[config.mk]
export PLATFORM = sky130hd
export DESIGN_NAME = reset_supervisor
export DESIGN_NICKNAME = d
export VERILOG_FILES = /design/src/rtl/reset_supervisor.sv
export SDC_FILE = /design/constraint.sdc
export NUM_CORES = 1
export LEC_CHECK = 0
export BUFFER_PORTS_ARGS = -buffer_cell sky130_fd_sc_hd__buf_2
export CAP_MARGIN = 20
export CELL_PAD_IN_SITES_DETAIL_PLACEMENT = 1
export CELL_PAD_IN_SITES_GLOBAL_PLACEMENT = 2
export CORE_MARGIN = 2
export CORE_UTILIZATION = 40
export CTS_CLUSTER_DIAMETER = 30
export CTS_CLUSTER_SIZE = 16
export DETAILED_ROUTE_END_ITERATION = 12
export PLACE_DENSITY_LB_ADDON = 0.1
export SETUP_SLACK_MARGIN = 0.3
export SKIP_CTS_REPAIR_TIMING = 1
export SLEW_MARGIN = 10
export SYNTH_ARGS = -nofsm -noshare
export SYNTH_HDL_FRONTEND = slang
export SYNTH_SLANG_ARGS = --single-unit
[constraint.sdc]
create_clock -name clk -period 2.5 [get_ports clk]
set_input_delay 0.25 -clock clk [delete_from_list [all_inputs] [get_ports clk]]
set_output_delay 0.25 -clock clk [all_outputs]
set_load 0.005 [all_outputs]
[src/rtl/reset_supervisor.sv]
module reset_supervisor #(
  parameter int CLK_DIV    = 50000,
  parameter int HOLD_TICKS = 200,
  parameter int DEB_TICKS  = 10,
  parameter bit WDOG_EN    = 1'b1,
  parameter int WDOG_TICKS = 1600
) (
  input  logic clk,
  input  logic rst_n,
  input  logic supply_ok,
  input  logic mr_n,
  input  logic wdog_in,
  output logic rst_out_n,
  output logic rst_out
);

  localparam int PW = (CLK_DIV    > 1) ? $clog2(CLK_DIV)    : 1;
  localparam int HW = (HOLD_TICKS > 1) ? $clog2(HOLD_TICKS) : 1;
  localparam int DW = (DEB_TICKS  > 1) ? $clog2(DEB_TICKS)  : 1;
  localparam int WW = (WDOG_TICKS > 1) ? $clog2(WDOG_TICKS) : 1;
  localparam logic [PW-1:0] P_LAST = PW'(CLK_DIV - 1);
  localparam logic [HW-1:0] H_LAST = HW'(HOLD_TICKS - 1);
  localparam logic [DW-1:0] D_LAST = DW'(DEB_TICKS - 1);
  localparam logic [WW-1:0] W_LAST = WW'(WDOG_TICKS - 1);

  logic [PW-1:0] pre_cnt;
  logic          tick;
  logic [1:0]    mr_sync;
  logic          mr_s2;
  logic          mr_db;
  logic [DW-1:0] deb_cnt;
  logic [WW-1:0] wd_cnt;
  logic          wd_fire;
  logic [PW-1:0] hold_pre;
  logic [HW-1:0] hold_cnt;
  logic          active;
  logic          cause;

  // free-running tick shared by debounce and watchdog
  assign tick = (pre_cnt == P_LAST);

  always_ff @(posedge clk or negedge rst_n)
    if (!rst_n) pre_cnt <= '0;
    else        pre_cnt <= tick ? '0 : pre_cnt + 1'b1;

  // manual reset: synchronise, then demand a steady level
  assign mr_s2 = mr_sync[1];

  always_ff @(posedge clk or negedge rst_n)
    if (!rst_n) mr_sync <= 2'b11;
    else        mr_sync <= {mr_sync[0], mr_n};

  always_ff @(posedge clk or negedge rst_n)
    if (!rst_n) begin
      mr_db   <= 1'b1;
      deb_cnt <= '0;
    end else if (mr_s2 == mr_db) begin
      deb_cnt <= '0;
    end else if (tick) begin
      if (deb_cnt == D_LAST) begin
        mr_db   <= mr_s2;
        deb_cnt <= '0;
      end else begin
        deb_cnt <= deb_cnt + 1'b1;
      end
    end

  generate
    if (WDOG_EN) begin : g_wdog
      logic [2:0] wd_sync;
      logic       wd_edge;

      assign wd_edge = wd_sync[2] ^ wd_sync[1];
      assign wd_fire = ~active & tick & ~wd_edge & (wd_cnt == W_LAST);

      always_ff @(posedge clk or negedge rst_n)
        if (!rst_n) wd_sync <= '0;
        else        wd_sync <= {wd_sync[1:0], wdog_in};

      always_ff @(posedge clk or negedge rst_n)
        if (!rst_n)                wd_cnt <= '0;
        else if (active | wd_edge) wd_cnt <= '0;
        else if (tick)             wd_cnt <= (wd_cnt == W_LAST) ? '0 : wd_cnt + 1'b1;
    end else begin : g_no_wdog
      logic unused_wd;
      assign unused_wd = wdog_in;
      assign wd_fire   = 1'b0;
      assign wd_cnt    = '0;
    end
  endgenerate

  // hold-off: own prescaler so every request restarts a whole period
  assign cause = ~supply_ok | ~mr_db | wd_fire;

  always_ff @(posedge clk or negedge rst_n)
    if (!rst_n) begin
      active   <= 1'b1;
      hold_pre <= '0;
      hold_cnt <= '0;
    end else if (cause) begin
      active   <= 1'b1;
      hold_pre <= '0;
      hold_cnt <= '0;
    end else if (active) begin
      if (hold_pre == P_LAST) begin
        hold_pre <= '0;
        if (hold_cnt == H_LAST) begin
          hold_cnt <= '0;
          active   <= 1'b0;
        end else begin
          hold_cnt <= hold_cnt + 1'b1;
        end
      end else begin
        hold_pre <= hold_pre + 1'b1;
      end
    end

  assign rst_out_n = ~active;
  assign rst_out   = active;

endmodule

; ---- Word-level counts from Yosys, hierarchy flattened
; Index checks and enable logic that the tools add are counted.
[totals]
register_bits = 62
[op_classes]
n_addsub = 5
eq_ne = 6
muxes = 18
n_bitwise = 12
n_reduce_logical = 6
[op_table]
columns = cell, n
row1 = 16-bit two-way mux, 4
row2 = 11-bit two-way mux, 3
row3 = 16-bit by 1-bit adder with 16-bit output (second input constant), 2
row4 = 16-bit == test (second input constant), 2
row5 = 8-bit two-way mux, 4
row6 = 4-bit two-way mux, 3
row7 = 11-bit by 1-bit adder with 11-bit output (second input constant), 1
row8 = 11-bit == test (second input constant), 1
row9 = 8-bit by 1-bit adder with 8-bit output (second input constant), 1
row10 = 8-bit == test (second input constant), 1
row11 = 2-bit nonzero test, 4
row12 = 1-bit NOT, 5
row13 = 4-bit by 1-bit adder with 4-bit output (second input constant), 1
row14 = 4-bit == test (second input constant), 1
row15 = 1-bit two-way mux, 4
row16 = 1-bit bitwise AND, 3
row17 = 1-bit bitwise OR, 3
row18 = 3-bit AND reduction, 1
row19 = 2-bit AND reduction, 1
row20 = 1-bit == test, 1
row21 = 1-bit bitwise XOR, 1

; ---- Depth between registers and ports, before layout
[logic_depth]
ltp_word = 7
depth_mapped = 8

; ---- Worst setup path before layout
; No wires, ideal clock.
[synth_path]
path_kind = flip-flop to flip-flop
startpoint = reg hold_pre[10]
endpoint = reg hold_cnt[5]
setup_time_ps = 130
arrival_ps = 2179
required_time_ps = 2370
setup_slack_ps = 191
stages_incl_launch_ff = 6
synth_period_minus_slack_ps = 2309
path_cell_list = dfrtp_1 > or4b_4 > or4_1 > or4_4 > xor2_1 > nor2_2
[synth_via]
elab_chain_cells = 3
[synth_lines]
columns = item, line
row1 = from (decl), 34  ; logic [PW-1:0] hold_pre;
row2 = from (signal assigned), 114  ; hold_pre <= hold_pre + 1'b1;
row3 = 16-bit == test, 105  ; if (hold_pre == P_LAST) begin
row4 = 2-bit nonzero test (no line), -
row5 = 2-bit AND reduction (no line), -
row6 = to (signal assigned), 111  ; hold_cnt <= hold_cnt + 1'b1;
row7 = to (decl), 35  ; logic [HW-1:0] hold_cnt;
; No other way between the ends.
; A chain may end at the register's enable or synchronous reset.

; ---- Worst setup path in the final report
[layout_path]
startpoint = reg hold_pre[5]
endpoint = reg hold_cnt[5]
; The elaborated chain is that of the path after synthesis.

==> qor.yml <==
power:
  power_frac_comb: 0.017
  max-vdd-ir-drop_v: 0.000223
  p_clk_frac: 0.483
  p_sw_uw: 439
  p_per_area_nw_per_um2: 501
  switching_share: 0.218
  p_seq_frac: 0.501
  p_leak_uw: 0.00156
  intPower_uw: 1580
placement:
  dp_hpwl_mm: 5.25
  io_buffers: 6
  place_congestion: 0.780
  post-place-ws_ns: 0.111
cts:
  clock_path_buffers: 2
  clockRootBuffer: "clkbuf_8"
  insertion_delay_ns: 0.34
  cts_tree: "yes"
  clk_pin_slew_ns: 0.08
  cts-buffers-inserted: 9
  cts.sinks: 62
  h-tree-depth: 3
die:
  dieArea_um2: 8540
  num_rows: 32
  initial_core_util: 0.409
  die_y_um: 92.4
  die_w_um: 92.4
  coreArea_um2: 7650
  ios: 7
logic_synthesis:
  ys_seq_elements: 62
  synthMuxAreaShare: 0.00360
  synth_top_cell_area_share: 0.464
  synth_cell_types: 43
  ys_top_cells_by_area: "dfrtp_1, nand2_1, a21oi_1"
  synthTopCellsByCount: "dfrtp_1, nand2_1, a21oi_1"
  postSynthCellCount: 322
  yosys.area.top_type: "dfrtp_1"
  synth_area_um2: 3130
  yosys.area_share.simple: 0.282
  ys_async_sr_fraction: 1.00
  synth_adder_area_share: 0.0240
  synth_top_family_by_area: "simple AND/OR/NAND/NOR gates"
  post-synth-top-count-cell: "dfrtp_1"
  synth.yosys.seq_area_share: 0.498
  synthXorXnorAreaFrac: 0.0644
  syn_avg_cell_area_um2: 9.71
  synth_edf_count: 0
  ys_warn_count: 0
  syn_nets: 333
  synth_compound_area_frac: 0.112
  ys.flop_type: "dfrtp_1"
route:
  avgViaCountPerCell: 5.58
  drc_errors: 0
  drt_wl_total_mm: 8.18
  drtIter0Drc: 88
  ant_nets: 0
  num_vias: 2677
  avgRoutedWirePerCell_um: 17.0
  firstDrtPassIters: 4
sta:
  fin_ws_ns: 0.181
  worst_slew_pin_slew_ns: 0.577
  period_needed_ns: 2.32
  max_slew_margin: 0.615
  clock-skew-final_ns: 0.0135
  fmax_mhz: 431
  rsz0062_at_grt: "yes"
  slew_viol_final: 0
  setup_violations: 0
  min_period_over_period: 0.928
  setup_tns_ns: 0
  finalHoldViolations: 0
layout:
  drive_gt1_frac: 0.299
  finalNetCount: 384
  antenna_cells: 0
  utilization: 0.527
  area_delta_synth_final_pct: 28.7
job:
  maxCapViolations: 0
grt:
  grt_pass1_wl_mm: 13.4
  grt.overflow.total: 0
  grt_start_max_net_pins: 41
  antenna_found_initial: 0
  grt_pass1_vias: 2723
  grt_usage: 0.198
setup_path:
  start_kind: "flip-flop"
  cp.arrival_ns: 2.54
  path_class: "flip-flop to flip-flop"
  worst_ep_required_time_ns: 2.72
  cp-end-kind: "flip-flop"
  cp_max_fo: 2
outcome:
  status: "completed"
worst_hold_path:
  hold_path.class: "flip-flop to flip-flop"
worst paths after layout:
path,startpoint,endpoint,slack (ns),cells after the start
max in group asynchronous,rst_n,mr_sync[0],1.39,3
setup reg to reg,hold_pre[5],hold_cnt[5],0.18,5
hold / removal,mr_sync[0],mr_sync[1],0.36,0
setup / recovery,hold_pre[5],hold_cnt[5],0.18,5
hold reg to reg,mr_sync[0],mr_sync[1],0.36,0
min in group asynchronous,rst_n,hold_pre[8],0.43,2
cell families (layout without fill, tap and decap cells):
| group | Yosys count | after routing |
|---|---|---|
| flops | 62 | 62 |
| buf+inv | 14 | 69 |
| simple gates | 156 | 156 |
| mux | 1 | 1 |
| xor+xnor | 23 | 23 |
| fa+ha+maj | 6 | 6 |
| compound gates | 60 | 61 |
flip-flops by register name, indices dropped and copies added, names as in the netlist:
| register | flops |
|---|---|
| deb_cnt | 4 |
| g_wdog.wd_sync | 3 |
| hold_cnt | 8 |
| hold_pre | 16 |
| mr_db | 1 |
| mr_sync | 2 |
| pre_cnt | 16 |
| rst_out | 1 |
| wd_cnt | 11 |
layout by cell type, fill, tap and decap left out, types with 4 or more instances in the layout:
master,n
a21oi_1,16
nor4_1,5
a21oi_2,11
or3_1,11
o31ai_1,5
nand2_1,37
and3_1,4
dfstp_2,4
and2_1,6
dfrtp_1,55
buf_4,31
buf_2,6
o21ai_0,16
nand4_1,13
xor2_1,10
and4_1,4
ha_1,4
xnor2_1,12
inv_1,5
nor2_1,24
or4_4,8
nand3_1,12
clkbuf_8,9
buf_6,6
nor3_1,8
power groups by stage:
stage	Clock, uW	Sequential [uW]	Combinational [uW]
3_3_place_gp	0	1030	32.2
2_1_floorplan	0	1030	2.73
5_1_grt	1040	1010	38.9
6_report	973	1010	33.7
3_5_place_dp	0	1030	32.3
4_1_cts	1000	1010	32.4
worst max-delay path, cell delays in order (launching register included):
cell and delay, ns:
dfrtp_2 0.42, or4_4 0.54, or4_4 0.54, or4_4 0.50, xor2_2 0.16, nor2_2 0.04
final cells by class:
| type | count | area [um^2] |
|---|---|---|
| repair buffers | 47 | 380 |
| well taps | 102 | 128 |
| clock buffers | 10 | 128 |
| fillers | 862 | 3620 |
| multi-input cells | 247 | 1720 |
| inverters | 6 | 22.5 |
| flip-flops and latches | 62 | 1560 |
| clock inverters | 6 | 86.3 |
through the flow:
stage | instances | area (um^2) | hold slack [ns] | power, uW
global placement | 442 | 3420 | 0.277 | 1060
floorplan | 322 | 3130 | -0.0456 | 1030
CTS | 458 | 3630 | -0.0888 | 2040
global route | 480 | 4030 | 0.369 | 2090
finish | 480 | 4030 | 0.360 | 2020
detailed placement | 442 | 3420 | 0.285 | 1060
metal layers:
layer / routed length (um) / GRT usage / share of wire
met3: 204 / 0.0399 / 0.025
met5: 0 / 0 / 0
met1: 3880 / 0.266 / 0.47
met4: 113 / 0.0647 / 0.014
met2: 3980 / 0.321 / 0.49
Power figures use the tool's default switching activity.
